--- config.mk ---
export PLATFORM = sky130hd
export DESIGN_NAME = fpgp_move_unit
export DESIGN_NICKNAME = d
export VERILOG_FILES = /design/src/rtl/fmv_pkg.sv /design/src/rtl/fmv_decode.sv /design/src/rtl/fmv_datapath.sv /design/src/rtl/fpgp_move_unit.sv
export SDC_FILE = /design/constraint.sdc
export NUM_CORES = 1
export LEC_CHECK = 0
export BUFFER_PORTS_ARGS = -buffer_cell sky130_fd_sc_hd__buf_2
export CAP_MARGIN = 20
export CORE_AREA = 3 3 173 175
export DETAILED_ROUTE_END_ITERATION = 8
export DIE_AREA = 0 0 176 178
export PLACE_DENSITY_LB_ADDON = 0.3
export SLEW_MARGIN = 20
export SYNTH_ARGS = -nofsm -noshare
export SYNTH_HDL_FRONTEND = slang
export SYNTH_SLANG_ARGS = --single-unit
--- constraint.sdc ---
create_clock -name clk -period 1.2 [get_ports clk]
set_input_delay 0.06 -clock clk [delete_from_list [all_inputs] [get_ports clk]]
set_output_delay 0.06 -clock clk [all_outputs]
set_load 0.02 [all_outputs]
--- src/rtl/fmv_pkg.sv ---
package fmv_pkg;
  localparam int RA_W = 5;

  typedef enum logic [1:0] {
    FSZ_H = 2'd0,
    FSZ_S = 2'd1,
    FSZ_D = 2'd2
  } fsz_e;

  typedef struct packed {
    logic            hit;
    logic            bad;
    logic            to_fp;
    logic            lane_hi;
    logic            int64;
    fsz_e            fsz;
    logic [RA_W-1:0] rn;
    logic [RA_W-1:0] rd;
  } dec_t;

  // Field size from the type bits via the XOR rule; type 10 is a special 64.
  function automatic fsz_e size_of_type(input logic [1:0] ft);
    logic [1:0] x;
    x = ft ^ 2'b10;
    if (ft == 2'b10) return FSZ_D;
    case (x)
      2'b01:   return FSZ_H;
      2'b10:   return FSZ_S;
      default: return FSZ_D;
    endcase
  endfunction
endpackage

--- src/rtl/fmv_decode.sv ---
module fmv_decode
  import fmv_pkg::*;
#(
  parameter int IW = 32
) (
  input  logic [IW-1:0] word,
  input  logic          half_ok,
  output dec_t          dec
);
  logic       sf;
  logic [1:0] ft;
  logic [1:0] rm;
  logic [2:0] op;
  fsz_e       fs;
  logic       size_ok;

  assign sf = word[31];
  assign ft = word[23:22];
  assign rm = word[20:19];
  assign op = word[18:16];
  assign fs = size_of_type(ft);

  // Half is legal with either general width; others must match it.
  always_comb begin
    case (fs)
      FSZ_H:   size_ok = 1'b1;
      FSZ_S:   size_ok = !sf;
      default: size_ok = sf;
    endcase
  end

  always_comb begin
    dec.hit     = (word[30:24] == 7'b0011110) && word[21] &&
                  (word[15:10] == 6'd0) && (op[2:1] == 2'b11) && !rm[1];
    dec.bad     = ((ft == 2'b10) && !rm[0]) ||
                  ((ft == 2'b11) && !half_ok) ||
                  (!rm[0] && !size_ok) ||
                  (rm[0] && (!sf || ft != 2'b10));
    dec.to_fp   = op[0];
    dec.lane_hi = rm[0];
    dec.int64   = sf;
    dec.fsz     = fs;
    dec.rn      = word[9:5];
    dec.rd      = word[4:0];
  end
endmodule

--- src/rtl/fmv_datapath.sv ---
module fmv_datapath
  import fmv_pkg::*;
#(
  parameter int XLEN = 64,
  parameter int VLEN = 2 * XLEN
) (
  input  dec_t            dec,
  input  logic [XLEN-1:0] gp_src,
  input  logic [VLEN-1:0] vr_src,
  output logic [XLEN-1:0] gp_val,
  output logic [VLEN-1:0] vr_val
);
  localparam int HI_W = VLEN - XLEN;

  logic [XLEN-1:0] fmask;
  logic [XLEN-1:0] lane_val;

  always_comb begin
    case (dec.fsz)
      FSZ_H:   fmask = {XLEN{1'b1}} >> (XLEN - 16);
      FSZ_S:   fmask = {XLEN{1'b1}} >> (XLEN - 32);
      default: fmask = {XLEN{1'b1}} >> (XLEN - 64);
    endcase
  end

  assign lane_val = dec.lane_hi ? vr_src[VLEN-1:XLEN] : vr_src[XLEN-1:0];
  assign gp_val   = lane_val & fmask;

  // Upper lane merges with the old low half; lane 0 clears everything above.
  always_comb begin
    if (dec.lane_hi) vr_val = {gp_src[HI_W-1:0], vr_src[XLEN-1:0]};
    else             vr_val = {{HI_W{1'b0}}, gp_src & fmask};
  end
endmodule

--- src/rtl/fpgp_move_unit.sv ---
module fpgp_move_unit
  import fmv_pkg::*;
#(
  parameter int XLEN = 64,
  parameter int VLEN = 2 * XLEN,
  parameter int IW   = 32
) (
  input  logic            clk,
  input  logic            rst,
  input  logic            in_valid,
  input  logic [IW-1:0]   in_word,
  input  logic            half_ok,
  input  logic            fp_off,
  output logic [RA_W-1:0] gp_raddr,
  input  logic [XLEN-1:0] gp_rdata,
  output logic [RA_W-1:0] vr_raddr,
  input  logic [VLEN-1:0] vr_rdata,
  output logic            gp_we,
  output logic [RA_W-1:0] gp_waddr,
  output logic [XLEN-1:0] gp_wdata,
  output logic            vr_we,
  output logic [RA_W-1:0] vr_waddr,
  output logic [VLEN-1:0] vr_wdata,
  output logic            undef_pulse,
  output logic            fp_off_pulse
);
  localparam logic [RA_W-1:0] ZR = {RA_W{1'b1}};

  dec_t            dec;
  logic [XLEN-1:0] gp_src;
  logic [XLEN-1:0] gp_val;
  logic [VLEN-1:0] vr_val;
  logic            take;
  logic            go;

  fmv_decode #(.IW(IW)) u_dec (
    .word    (in_word),
    .half_ok (half_ok),
    .dec     (dec)
  );

  assign gp_raddr = dec.rn;
  assign vr_raddr = dec.to_fp ? dec.rd : dec.rn;
  assign gp_src   = (dec.rn == ZR) ? '0 : gp_rdata;

  fmv_datapath #(.XLEN(XLEN), .VLEN(VLEN)) u_dp (
    .dec    (dec),
    .gp_src (gp_src),
    .vr_src (vr_rdata),
    .gp_val (gp_val),
    .vr_val (vr_val)
  );

  assign take = in_valid && dec.hit;
  assign go   = take && !dec.bad && !fp_off;

  always_ff @(posedge clk) begin
    if (rst) begin
      gp_we        <= 1'b0;
      vr_we        <= 1'b0;
      undef_pulse  <= 1'b0;
      fp_off_pulse <= 1'b0;
    end else begin
      gp_we        <= go && !dec.to_fp && (dec.rd != ZR);
      vr_we        <= go && dec.to_fp;
      undef_pulse  <= take && dec.bad;
      fp_off_pulse <= take && !dec.bad && fp_off;
    end
  end

  always_ff @(posedge clk) begin
    gp_waddr <= dec.rd;
    gp_wdata <= gp_val;
    vr_waddr <= dec.rd;
    vr_wdata <= vr_val;
  end


  outcome_onehot_chk: assert property (@(posedge clk) disable iff (rst)
    $onehot0({gp_we, vr_we, undef_pulse, fp_off_pulse}));


  no_spurious_chk: assert property (@(posedge clk) disable iff (rst)
    (gp_we || vr_we || undef_pulse || fp_off_pulse) |-> $past(in_valid));


  zero_reg_chk: assert property (@(posedge clk) disable iff (rst)
    gp_we |-> (gp_waddr != ZR));


  lane_keep_chk: assert property (@(posedge clk) disable iff (rst)
    (vr_we && $past(dec.lane_hi)) |-> (vr_wdata[XLEN-1:0] == $past(vr_rdata[XLEN-1:0])));


  lane_clear_chk: assert property (@(posedge clk) disable iff (rst)
    (vr_we && !$past(dec.lane_hi)) |-> (vr_wdata[VLEN-1:XLEN] == '0));


  gp_size_chk: assert property (@(posedge clk) disable iff (rst)
    (gp_we && $past(!dec.int64)) |-> (gp_wdata[XLEN-1:32] == '0));
endmodule

# == Word level (Yosys, flattened, before mapping) ==
# Cells that the tools add are included.
# classes
n_reduce_logical,30
muxes,10
bitwise,3
eq_ne,10
# ops
cell,count
2-to-1 mux 64 bit,3
bitwise AND 64 bit,2
one-hot mux 64 bit (2 select lines),1
logical AND 1 bit,16
== test 2 bit (second input constant),4
zero test 1 bit,8
== test 7 x 5 -> 1 bit (second input constant),1
zero test 6 bit,1
== test 5 bit (second input constant),1
2-to-1 mux 5 bit,1
inequality test 5 bit (second input constant),1
== test 2 x 1 -> 1 bit (second input constant),2
logical OR 1 bit,4
2-to-1 mux 2 bit,2
one-hot mux 2 bit (2 select lines),1
zero test 2 bit,1
inequality test 2 bit (second input constant),1
one-hot mux 1 bit (2 select lines),1
2-to-1 mux 1 bit,1
inverter 1 bit,1
# word_totals
in_bits,229
ff_bits,201
out_inout_bits,216
wordCells,61

# == Depth between registers and ports, before layout ==
# Gate-level depths: netlist (run 1).
# depth
depth_word,15
mapped_depth,6
ltp_nobuf,6

# == By module ==
# Synthesis (run 1) repeated with hierarchy kept, for this count alone.
# hier_totals
hier_cells,698
hier_area_um2,7691.1
# by_module_without_submodules
module,seq_area_each_um2,n_inst,area_per_inst_um2,cells_each
fpgp_move_unit,4023.9,1,5089.9,298
fmv_datapath,0.0,1,2338.5,368
fmv_decode,0.0,1,262.8,32

# == Least setup slack after synthesis (run 1) ==
# Ideal clock, no wire load.
# synth_timing
path_type,input to register
from,in in_word[22]
to,reg vr_wdata[33]
arrival_time_ns,1.032
setup_slack_ns,0.051
stages,6
setup_ns,0.117
n_path_buf,2
required_time_ns,1.083
cell_sequence,inv_1 ha_1 and3b_1 buf_6 buf_6 a22o_1
# synth_between
elab_chain_cells,7
word_cells_on_any_way,11
classes_between,eq/ne: 4; mux: 5; bitwise: 1; reduce/logical: 1
# synth_rtl
element,line,source
from (decl),fpgp_move_unit.sv:11,"input logic [IW-1:0] in_word,"
"== test 2 bit, or another cell as far along",fmv_pkg.sv:26,case (x)
one-hot mux 2 bit (2 select lines) or 2-to-1 mux 1 bit (tied branches),"fmv_pkg.sv:26, fmv_pkg.sv:25",
2-to-1 mux 2 bit *,fmv_pkg.sv:26,
== test 2 x 1 -> 1 bit or zero test 2 bit (tied branches),fmv_datapath.sv:19,case (dec.fsz)
one-hot mux 64 bit (2 select lines) *,fmv_datapath.sv:19,
bitwise AND 64 bit *,fmv_datapath.sv:32,"else vr_val = {{HI_W{1'b0}}, gp_src & fmask};"
2-to-1 mux 64 bit *,fmv_datapath.sv:31,"if (dec.lane_hi) vr_val = {gp_src[HI_W-1:0], vr_src[XLEN-1:0]};"
net u_dp.vr_val[33],fmv_datapath.sv:11,output logic [VLEN-1:0] vr_val
to (signal assigned),fpgp_move_unit.sv:75,vr_wdata <= vr_val;
to (decl),fpgp_move_unit.sv:23,"output logic [VLEN-1:0] vr_wdata,"
# Mark *: on every way through the listed nets, which the timed path passes. The rest lies on a longest branch.
# A chain may end at the register's enable or synchronous reset.

# == Worst setup path in the final report (run 1) ==
# layout_timing
from,in vr_rdata[79]
to,reg gp_wdata[15]
# layout_between
elab_chain_cells,2
# layout_rtl
element,line,source
from (decl),fpgp_move_unit.sv:17,"input logic [VLEN-1:0] vr_rdata,"
2-to-1 mux 64 bit,fmv_datapath.sv:26,assign lane_val = dec.lane_hi ? vr_src[VLEN-1:XLEN] : vr_src[XLEN-1:0];
bitwise AND 64 bit,fmv_datapath.sv:27,assign gp_val = lane_val & fmask;
net gp_val[15],fpgp_move_unit.sv:31,logic [XLEN-1:0] gp_val;
to (signal assigned),fpgp_move_unit.sv:73,gp_wdata <= gp_val;
to (decl),fpgp_move_unit.sv:20,"output logic [XLEN-1:0] gp_wdata,"
# The timed path passes the listed nets, and every way through them passes these cells.

==> results.txt, run 1 <==
The flow ran to the end, but the final reports show violations. The final reports fail on negative setup slack. The run gives 0.8075 as the final weighted congestion of routability-driven global placement. The peak fanout along the critical path was 1; the portion of total power attributed to the clock network was 0.396. The share of post-route cells with drive strength above 1 works out to 0.4138. The overall die width came out at 176 um. The logs give 247 for the starting DRC count in detailed routing and 7118 for the via count. A synthesized cell averages 11.64 um2. The run gives 12870 um2 as the final instance area. 0 antenna diodes ended up in the layout. Summed over all cells, the static leakage comes to 6.468 nW.

The tools report the largest buffer count on any clock path as 3. When the netlist entered floorplanning its net count stood at 797. For the net switching power, the log shows 4.680 mW. The tools report the tightest slew margin relative to the limit as 0.7112.

The floorplan step defined a die boundary enclosing 31330 um2. The minimum period implied by the final worst setup slack came out at 1.201 ns. The cell family contributing the most delay on the critical path is buffers and inverters. The die is 178 um tall. The total routing resource utilization after global routing came out at 0.1683. Once the clock tree was built, the setup fixing pass inserted 0 buffers. The number of antenna violations at the first check in global routing is 1. After global routing the overflow that remains totals 0.

The total of endpoints with negative setup slack in the final report came out at 1. In this run, distinct cell masters in the synthesized netlist total 30. Share of total power consumed by net switching: 0.2612. The detailed-route vias per instance was 4.227. Sort of element at the start of the critical path: a primary input. The first global-routing pass estimated 41.60 mm of wire.

The data arrival time of the critical path is 1.58 ns, and the maximum clock rate is 0.8323 GHz. STA puts the critical path data required time at 1.58 ns. During I/O placement, the number of pins put on the boundary was 445. The tools report the share of synthesized area occupied by flip-flops and latches as 0.6119.

The effective utilization at floorplan is 0.2297. Counting the buffers created by CTS gives 24. The post-route fraction of the period consumed by the critical path was 1.001.

The largest single stage delay on the critical path is 0.57 ns. Once placement finished, the instance area stood at 9336 um2. TritonCTS built the clock tree.

For this run, the number of standard cells in the final layout without fillers is 1684. The worst-margin pin slew is 0.4333 ns, and the fraction of power consumed by sequential logic is 0.407. The root buffer cell chosen for the clock tree is clkbuf_16.

Sum of net half-perimeters after detailed placement: 18.65 mm. The min-delay analysis places its worst path in the category in2reg. The cell count after synthesis came out at 565. Counting both buffers and inverters, the worst setup path holds a total of 3. The clock-pin transition on the worst setup and hold timing paths was 0.06 ns; the total number of nets in the final design was 1516. Entering global routing, the biggest net connects 62 pins. For the worst setup margin, the log shows -0.001428 ns. Including well taps, the total number of placed cells is 1368. For this design, the sink count on the clock tree is 201.

The average wire per cell in the routed design is 16.85 um. Traced cell by cell, the critical path runs through dlygate4sd3_1, buf_2, mux2_2, dlygate4sd3_1. The warning count from the yosys run was 0; the count of final max-slew check failures was 0. After layout, the design draws a total of 17.92 mW. The post-detailed-route count of antenna-violating nets was 0; the register bit count reported by yosys was 201. The fraction of the core area covered by cells at the end of the flow is 0.4497.

The logs give 0 for the max-cap check violation count and 1 for the H-tree depth reported by CTS. The iteration count of the initial detailed-routing pass was 4; the part of the power in combinational logic was 0.197. IR analysis of the VDD net gives a maximum drop of 0.9177 mV. The remaining routing DRC violations is 0. STA classifies the critical path endpoint as a register. By instance count, the cell type seen most on the critical path is dlygate4sd3_1. The kind of critical path is in2reg.

The number of global-route vias before repair came out at 7649. The synthesis-to-layout area growth is 95.74%, and the netlist area before placement is 6576 um2. The run gives 62 as the placement row count. Summed over all layers, the routed wires come to 28.38 mm. Count of endpoints failing hold in the final timing report: 0.

Cell internal power was estimated by the tool at 13.24 mW. The floorplan step defined a core boundary enclosing 28630 um2. The largest individual stage delay along the critical path comes from the cell dlygate4sd3_1.

Fill cells in the final layout number 2604. The number of port buffers is 444, and the power per cell area is 1392 nW/um2.
registers in the layout, indices dropped and copies added (netlist names):
signal and count:
vr_wdata 128, fp_off_pulse 1, gp_we 1, gp_wdata 64, undef_pulse 1, vr_waddr 5, vr_we 1
layout make-up:
class | count | area (um2) | area share
Tap cell | 384 | 480.5 | 0.03733
Timing Repair Buffer | 746 | 5323 | 0.4135
Sequential cell | 201 | 4024 | 0.3126
Multi-Input combinational cell | 308 | 2257 | 0.1754
Inverter | 3 | 11.26 | 0.0008748
Clock inverter | 8 | 67.56 | 0.005249
Clock buffer | 34 | 709.4 | 0.05511
cell families after synthesis:
logic type,Yosys count,synth area share
buffers and inverters,56,0.04699
AO/OA/AOI/OAI,68,0.08086
adder cells (fa/ha/maj),3,0.005708
flip-flops,201,0.6119
multiplexers,69,0.1090
AND/OR/NAND/NOR,168,0.1455
placed cells by master (no fill, tap or decap), types with 3 or more instances in the layout:
master,count
nor2_1,18
and3_1,64
clkinv_2,6
dlygate4sd3_1,274
nand2_1,35
nor2b_1,34
ha_1,3
o21ai_0,15
buf_12,11
clkbuf_8,5
mux2i_1,48
nor3_1,3
buf_4,16
buf_2,443
a22o_1,48
dfxtp_1,201
mux2_2,21
inv_1,3
clkbuf_1,4
clkbuf_16,25
worst paths after layout:
path | from | to | slack, ns | cells after the start
max | vr_rdata[79] | gp_wdata[15]$_DFF_P_ | -0.001 | 4
min | in_word[29] | vr_we$_SDFF_PP0_ | 0.05 | 5
through the flow:
stage,worst slack [ns],hold slack [ns],setup TNS [ns]
CTS,0.03472,0.003725,0
detailed placement,-0.1185,0.1904,-3.081
global placement,-0.1041,0.1902,-2.667
finish,-0.001428,0.04629,-0.001428
global route,-0.01338,0.05456,-0.01740
floorplan,0.05116,0.08772,0
power groups by stage:
stage / Combinational [mW] / Clock (mW) / Sequential, mW
finish: 3.53 / 7.09 / 7.30
global route: 3.75 / 7.55 / 7.34
CTS: 3.48 / 7.30 / 7.30
detailed placement: 2.70 / 0 / 7.44
global placement: 2.68 / 0 / 7.43
floorplan: 0.763 / 0 / 8.10
synth_stat cells:
master	count	area [um2]
buf_4	15	112.6
nor2b_1	34	212.7
nand2_1	35	131.4
nand3_4	1	17.52
dfxtp_1	201	4024
o211ai_1	1	7.510
and3_1	64	400.4
inv_1	3	11.26
ha_1	3	37.54
nor4b_1	2	17.52
nor2_1	18	67.56
buf_2	10	50.05
nand4_1	1	6.260
mux2i_1	48	480.5
o21ai_0	17	85.08
nand2b_1	1	6.260
nor3_1	4	20.02
mux2_2	21	236.5
buf_6	4	45.04
and3b_1	2	17.52
and3_4	1	11.26
nor4_1	1	6.260
nand4bb_1	1	11.26
a32oi_1	1	8.760
o21ba_2	1	10.01
nand3_1	1	5.000
nor3b_4	1	18.77
a22o_1	48	420.4
clkbuf_1	24	90.09
nand3b_1	1	7.510
routing by layer:
metal  GRT usage  up-vias  routed length, um  part of all wire
met5           0        -                  7           0.00025
met4     0.08050        2               1339             0.047
met3     0.04151       90               2188             0.077
met2      0.3042      351              14220              0.50
met1      0.1847     3292              10630              0.37
li1            -     3383                  -                 -
timing repair:
item	4_1_cts	5_1_grt
endpoints found under the setup margin	0	4
hold buffers	275	0
hold endpoints to repair	201	0
gates resized for setup	0	5
No activity file was read; power rests on OpenSTA's default activity.
==> run 2, diff against run 1 <==
--- a/config.mk
+++ b/config.mk
@@ -7,9 +7,10 @@
 export LEC_CHECK = 0
 export BUFFER_PORTS_ARGS = -buffer_cell sky130_fd_sc_hd__buf_2
 export CAP_MARGIN = 20
-export CORE_AREA = 3 3 173 175
+export CORE_AREA = 3 3 174 176
+export CTS_BUF_LIST = sky130_fd_sc_hd__clkbuf_8
 export DETAILED_ROUTE_END_ITERATION = 8
-export DIE_AREA = 0 0 176 178
+export DIE_AREA = 0 0 177 179
 export PLACE_DENSITY_LB_ADDON = 0.3
 export SLEW_MARGIN = 20
 export SYNTH_ARGS = -nofsm -noshare
==> results.txt, run 2 (synthesis gave the netlist of run 1 again) <==
The first-pass GRT wire length was 41.31 mm (was 41.60 mm). The average wire per cell in the routed design was 16.67 um (was 16.85 um). The run gives 56 (was 62) as the largest net degree at the start of global routing.

The maximum resistive drop on vdd was 0.7316 mV (was 0.9177 mV). For the worst endpoint required time, the log shows 1.58 ns (about the same). The final instance area is 12820 um2 (was 12870 um2), and the peak fanout along the critical path is 2 (was 1). Count of endpoints failing hold in the final timing report: 0 (unchanged). The detailed-route vias per instance was 4.245 (was 4.227); the clock-pin transition on the worst setup and hold timing paths was 0.06 ns (about the same). The via count came out at 7225 (was 7118).

The wire length reported by the detailed router is 28.37 mm (was 28.38 mm), and the number of port buffers is 444 (unchanged). The logs give 0 (unchanged) for the remaining routing DRC violations and 0.4454 (was 0.4497) for the fraction of the core area covered by cells at the end of the flow. The largest buffer count on any clock path came out at 3 (unchanged). The I/O pin count was 445 (unchanged). The clock sink total was 201 (unchanged); the post-detailed-route count of antenna-violating nets was 0 (unchanged). The tools report the worst setup margin as -0.01128 ns (was -0.001428 ns). The effective utilization at floorplan was 0.2285 (was 0.2297); the power per cell area was 1345 nW/um2 (was 1392 nW/um2). The minimum period implied by the final worst setup slack is 1.211 ns (was 1.201 ns). Registers with the highest flip-flop counts: vr_wdata: 128 flops, gp_wdata: 64 flops, vr_waddr: 5 flops (unchanged). The run finished, with violations left. The run gives 1702 (was 1684) as the number of standard cells in the final layout excluding fillers. The vertical die dimension came out at 179 um (was 178 um).

The element type at the critical path end was a register (unchanged). The run gives 0.05142 ns (was 0.04629 ns) as the worst-case hold slack. Most frequent standard cell in the layout excluding fill and tap cells: buf_2 (unchanged). Failing checks: negative setup slack (unchanged).

For the placed cell area, the log shows 9296 um2 (was 9336 um2). For the maximum clock rate, the log shows 0.8256 GHz (was 0.8323 GHz). For the placeable core region, the log shows 28780 um2 (was 28630 um2).

The aggregate global routing overflow was 0 (unchanged). The kind of critical path was in2reg (unchanged). The die area is 31680 um2 (was 31330 um2).

The max-cap check violation count was 0 (unchanged). The tools report the H-tree depth reported by CTS as 2 (was 1). The post-route fraction of the period consumed by the critical path is 1.009 (was 1.001), and the final weighted congestion of routability-driven global placement is 0.8124 (was 0.8075). Count of final max-slew check failures: 0 (unchanged). The number of global-route vias before repair is 7901 (was 7649). Setup repair after global routing left no endpoint under its margin. The data arrival time of the critical path was 1.59 ns (was 1.58 ns). The total number of nets in the final design was 1529 (was 1516). For the number of antenna violations at the first check in global routing, the log shows 0 (was 1). The total routing resource utilization after global routing was 0.1670 (was 0.1683); the synthesis-to-layout area growth was 94.94% (was 95.74%). The logs give 6.512 nW (was 6.468 nW) for the total leakage power and 220 (was 247) for the starting DRC count in detailed routing. The run gives 62 (unchanged) as the placement row count. The total setup buffers inserted after CTS came out at 0 (unchanged). The tightest slew margin relative to the limit is 0.6984 (was 0.7112). The number of antenna repair diodes was 0 (unchanged). The register containing the most flip-flops in the final layout was vr_wdata (unchanged). The classification of the worst-slack hold path is in2reg (unchanged). Placed instance count: 1366 (was 1368). Clock tree root buffer cell: clkbuf_8 (was clkbuf_16). The sum of net half-perimeters after detailed placement is 18.53 mm (was 18.65 mm).

The sort of element at the start of the critical path was a primary input (unchanged). The share of post-route cells with drive strength above 1 came out at 0.4143 (was 0.4138). TritonCTS built the clock tree. The run gives 37 (was 24) as the number of buffers created by CTS. Commonest cells after routing, fill and taps aside: buf_2, dlygate4sd3_1, dfxtp_1 (unchanged). The worst-margin pin slew was 0.4524 ns (was 0.4333 ns); the number of fill cells was 2664 (was 2604). The total of endpoints with negative setup slack in the final report was 1 (unchanged).

The iteration count of the initial detailed-routing pass is 4 (unchanged). The overall die width is 177 um (was 176 um), and the number of flip-flops in the largest register is 128 (unchanged).
-- run 2: cell types whose count changed in the layout (fill, tap and decap cells not counted), sizes merged --
cell,delta
inv,+13
dlygate4sd3,+1
clkbuf,+9
buf,-3
dlymetal6s4s,+2
bufinv,+1
clkinv,-5
-- run 2: per-layer routing --
layer,vias to the layer above,track usage,wire length [um]
li1,3402,-,-
met1,3343,0.1656,9995
met4,0,0.09100,1425
met3,104,0.05485,2424
met5,-,0,0
met2,376,0.3075,14520
-- run 2: worst paths after layout --
path,start,to,slack [ns],depth (start not counted)
worst max-delay path,vr_rdata[14],gp_wdata[14]$_DFF_P_,-0.01,4
worst min-delay path,in_word[20],vr_we$_SDFF_PP0_,0.05,4
-- run 2: power breakdown --
group	internal, mW	switching [mW]
Combinational	1.78	1.77
Sequential	7.18	0.122
Clock	3.65	2.75
Total	12.6	4.64
-- run 2: through the flow --
step                setup slack, ns  total power, mW   TNS, ns
finish                     -0.01128            17.25  -0.01128
global route               0.006166            18.04         0
CTS                        0.004241            17.49         0
detailed placement          -0.1128            10.13    -3.097
global placement           -0.09151            10.12    -2.438
floorplan                   0.05116            8.862         0
-- run 2: worst max-delay path, stage by stage --
cell and delay [ns]:
dlygate4sd3_1 0.54, buf_2 0.16, mux2_2 0.25, dlygate4sd3_1 0.58
-- run 2: layout make-up --
type,count,area [um2],area share
timing repair buffer,746,5319,0.4149
sequential,201,4024,0.3139
multi-input combinational,308,2272,0.1772
clock buffer,43,591.8,0.04616
tap,384,480.5,0.03748
clock inverter,17,121.4,0.009467
inverter,3,11.26,0.0008784
-- run 2: repair_timing --
action	4_1_cts	5_1_grt
hold buffers	277	0
hold endpoints to repair	201	0
gates resized for setup	0	10
endpoints found under the setup margin	0	18
==> run 3, diff against run 2 <==
--- a/config.mk
+++ b/config.mk
@@ -5,6 +5,7 @@
 export SDC_FILE = /design/constraint.sdc
 export NUM_CORES = 1
 export LEC_CHECK = 0
+export ABC_AREA = 1
 export BUFFER_PORTS_ARGS = -buffer_cell sky130_fd_sc_hd__buf_2
 export CAP_MARGIN = 20
 export CORE_AREA = 3 3 174 176
==> results.txt, run 3 <==
The most frequent standard cell in the layout excluding fill and tap cells is buf_2 (unchanged). The tools report the total routing resource utilization after global routing as 0.1739 (was 0.1670). The tools report the clock tree root buffer cell as clkbuf_8 (unchanged).

The tools report the warning count from the yosys run as 0 (unchanged). The run finished with clean final reports. The post-placement setup slack is -0.1577 ns (was -0.1128 ns). Commonest cells after routing, fill and taps aside: buf_2, dlygate4sd3_1, dfxtp_1 (unchanged).

The average wire per cell in the routed design is 15.53 um (was 16.67 um). The tools report the effective utilization at floorplan as 0.2415 (was 0.2285). Top flip-flop cell by instance count after synthesis: dfxtp_1 (unchanged). For the H-tree depth reported by CTS, the log shows 2 (unchanged).

For the final setup TNS, the log shows 0 ns (was -0.01128 ns). The count of final max-slew check failures is 0 (unchanged). The peak fanout along the critical path is 3 (was 2), and the I/O pin count is 445 (unchanged). The average instance area after synthesis is 8.830 um2 (was 11.64 um2), and the aggregate global routing overflow is 0 (unchanged). The run gives 6949 um2 (was 6576 um2) as the netlist area before placement. The launch instance of the worst min-delay path is half_ok (was in_word[20]). The async set-or-reset flop fraction in the synthesized netlist was 0 (unchanged); the synthesized net count was 1019 (was 797).

The number of synthesized flops with an enable pin was 0 (unchanged). Worst endpoint required time: 1.14 ns (was 1.58 ns). The synthesis-to-layout area growth was 83.63% (was 94.94%). The overall die width came out at 177 um (unchanged).

Sort of element at the start of the critical path: a primary input (unchanged). The logs give 262 (was 220) for the starting DRC count in detailed routing and 2 (was 0) for the number of antenna violations at the first check in global routing. For the placeable core region, the log shows 28780 um2 (unchanged).

Most repeated cell in the gate-level netlist after synthesis: dfxtp_1 (unchanged). The number of flip-flops in the largest register came out at 128 (unchanged). Leading post-synthesis cells by cell area: dfxtp_1, nand2_1, nor2_1, o21ai_0, inv_1 (was dfxtp_1, mux2i_1, a22o_1, and3_1, mux2_2).

The number of global-route vias before repair is 8326 (was 7901), and the first-pass GRT wire length is 43.48 mm (was 41.31 mm). Total of endpoints with negative setup slack in the final report: 0 (was 1). The data arrival time of the critical path is 1.13 ns (was 1.59 ns), and the number of port buffers is 444 (unchanged). The multiplexer fraction of the synthesized cell area is 0 (was 0.1090).

The kind of critical path was in2out (was in2reg). The end point of the most critical hold path is undef_pulse$_SDFF_PP0_ (was vr_we$_SDFF_PP0_). The total number of nets in the final design was 1719 (was 1529). Number of buffers created by CTS: 35 (was 37). For the total setup buffers inserted after CTS, the log shows 0 (unchanged). The maximum clock rate was 0.8430 GHz (was 0.8256 GHz); the total leakage power was 6.507 nW (was 6.512 nW). Via count: 7926 (was 7225). Register bit count reported by yosys: 201 (unchanged).

The post-route fraction of the period consumed by the critical path was 0.9885 (was 1.009). Clock-pin transition on the worst setup and hold timing paths: 0.06 ns (about the same). The share of synthesized area occupied by flip-flops and latches is 0.5790 (was 0.6119), and the largest net degree at the start of global routing is 67 (was 56). The top cell type's share of synthesized area was 0.5790 (was 0.6119). The number of distinct library cells after synthesis came out at 25 (was 30). The iteration count of the initial detailed-routing pass came out at 4 (unchanged). The classification of the worst-slack hold path was in2reg (unchanged). The run gives 0 (unchanged) as the remaining routing DRC violations.

Post-synthesis share of cell area spent on full adders, half adders and majority gates: 0.005402 (was 0.005708). Launching element of the worst setup path: in_word[3] (was vr_rdata[14]). Setup repair after global routing left no endpoint under its margin. The maximum resistive drop on vdd is 0.7587 mV (was 0.7316 mV). The combinational family with the most area after synthesis is simple AND/OR/NAND/NOR gates (unchanged). Area share of and/or/nand/nor cells after synthesis: 0.1847 (was 0.1455).

The worst-margin pin slew was 0.3066 ns (was 0.4524 ns). TritonCTS built the clock tree. The tools report the sum of net half-perimeters after detailed placement as 19.05 mm (was 18.53 mm). The share of post-route cells with drive strength above 1 was 0.3668 (was 0.4143). The power per cell area works out to 1308 nW/um2 (was 1345 nW/um2).

The run gives 29.31 mm (was 28.37 mm) as the wire length reported by the detailed router. The share of the synthesized area in compound gates (AO/OA/AOI/OAI) was 0.1275 (was 0.08086). The tightest slew margin relative to the limit is 0.7956 (was 0.6984), and the largest buffer count on any clock path is 3 (unchanged). The synthesized instance count was 787 (was 565); the clock sink total was 201 (unchanged). The xor-xnor portion of the synthesized cell area was 0 (unchanged).

The element type at the critical path end was an output port (was a register). The placement row count was 62 (unchanged). The detailed-route vias per instance was 4.198 (was 4.245). The count of endpoints failing hold in the final timing report is 0 (unchanged). The register containing the most flip-flops in the final layout was vr_wdata (unchanged).

Cell depth of the worst min-delay path: 5 (was 4). The tools report the worst setup margin as 0.01377 ns (was -0.01128 ns). The run gives 0 (unchanged) as the max-cap check violation count. The minimum period implied by the final worst setup slack came out at 1.186 ns (was 1.211 ns).

The run gives 0 (unchanged) as the post-detailed-route count of antenna-violating nets. The cell type with the highest aggregate area in the netlist is dfxtp_1 (unchanged). The die area was 31680 um2 (unchanged). The vertical die dimension was 179 um (unchanged). List of most frequent post-synthesis cells: dfxtp_1, nand2_1, nor2_1 (was dfxtp_1, and3_1, a22o_1, mux2i_1, nand2_1). Final weighted congestion of routability-driven global placement: 0.8013 (was 0.8124).

Registers with the highest flip-flop counts: vr_wdata: 128 flops, gp_wdata: 64 flops, vr_waddr: 5 flops (unchanged).
==> run 3: report_power, final <==
part           switching, mW  internal (mW)
combinational           1.90           1.60
clock                   2.67           3.21
sequential             0.126           7.19
==> run 3: worst max path at each step <==
stage	depth (start not counted)	end
2_1_floorplan	6	vr_wdata[22]$_DFF_P_
3_3_place_gp	7	vr_wdata[34]$_DFF_P_
3_5_place_dp	7	vr_wdata[47]$_DFF_P_
4_1_cts	7	gp_wdata[38]$_DFF_P_
5_1_grt	5	gp_wdata[61]$_DFF_P_
6_report	5	vr_raddr[3]
==> run 3: cell families (layout without fill, tap and decap cells) <==
logic type,after synthesis,after routing
DFF,201,201
buffers and inverters,142,857
other,0,2
and+or+nand+nor,312,312
adders and majority gates,3,3
AOI/OAI and AO/OA,129,129
==> run 3: what timing repair did <==
action / CTS / global route
resized for setup: 0 / 3
hold buffers: 253 / 0
hold endpoints to repair: 201 / 0
endpoints found under the setup margin: 0 / 2
==> run 3: layer usage <==
metal | vias to the layer above | track usage | part of all wire
met4 | 2 | 0.08314 | 0.043
li1 | 3881 | - | -
met5 | - | 0 | 0.00044
met1 | 3571 | 0.1831 | 0.37
met2 | 379 | 0.3127 | 0.49
met3 | 93 | 0.05718 | 0.092
==> run 3: layout make-up <==
class                   count  area [um2]
diodes                      2       5.005
clock buffers              40       550.5
clock inverters            12       81.33
fillers                  2738       16020
inverters                  80       305.3
multi-input cells         444        2210
flip-flops and latches    201        4024
well taps                 384       480.5
repair buffers            725        5105
==> run 3: critical path: stages <==
cell and delay, ns:
dlygate4sd3_1 0.53, buf_2 0.14, nand2_1 0.07, nand2_1 0.13
buf_2 0.19
==> run 3: metrics by stage <==
step / utilization / instance area (um2) / power (mW) / hold WS, ns / instances
finish: 0.4434 / 12760 / 16.69 / 0.02739 / 1888
global route: 0.4433 / 12760 / 17.51 / 0.04955 / 1887
CTS: 0.4428 / 12740 / 16.89 / 0.003457 / 1886
detailed placement: 0.3328 / 9579 / 10.21 / 0.1923 / 1581
global placement: 0.3328 / 9579 / 10.19 / 0.1914 / 1581
floorplan: - / 6949 / 8.931 / 0.08772 / 787
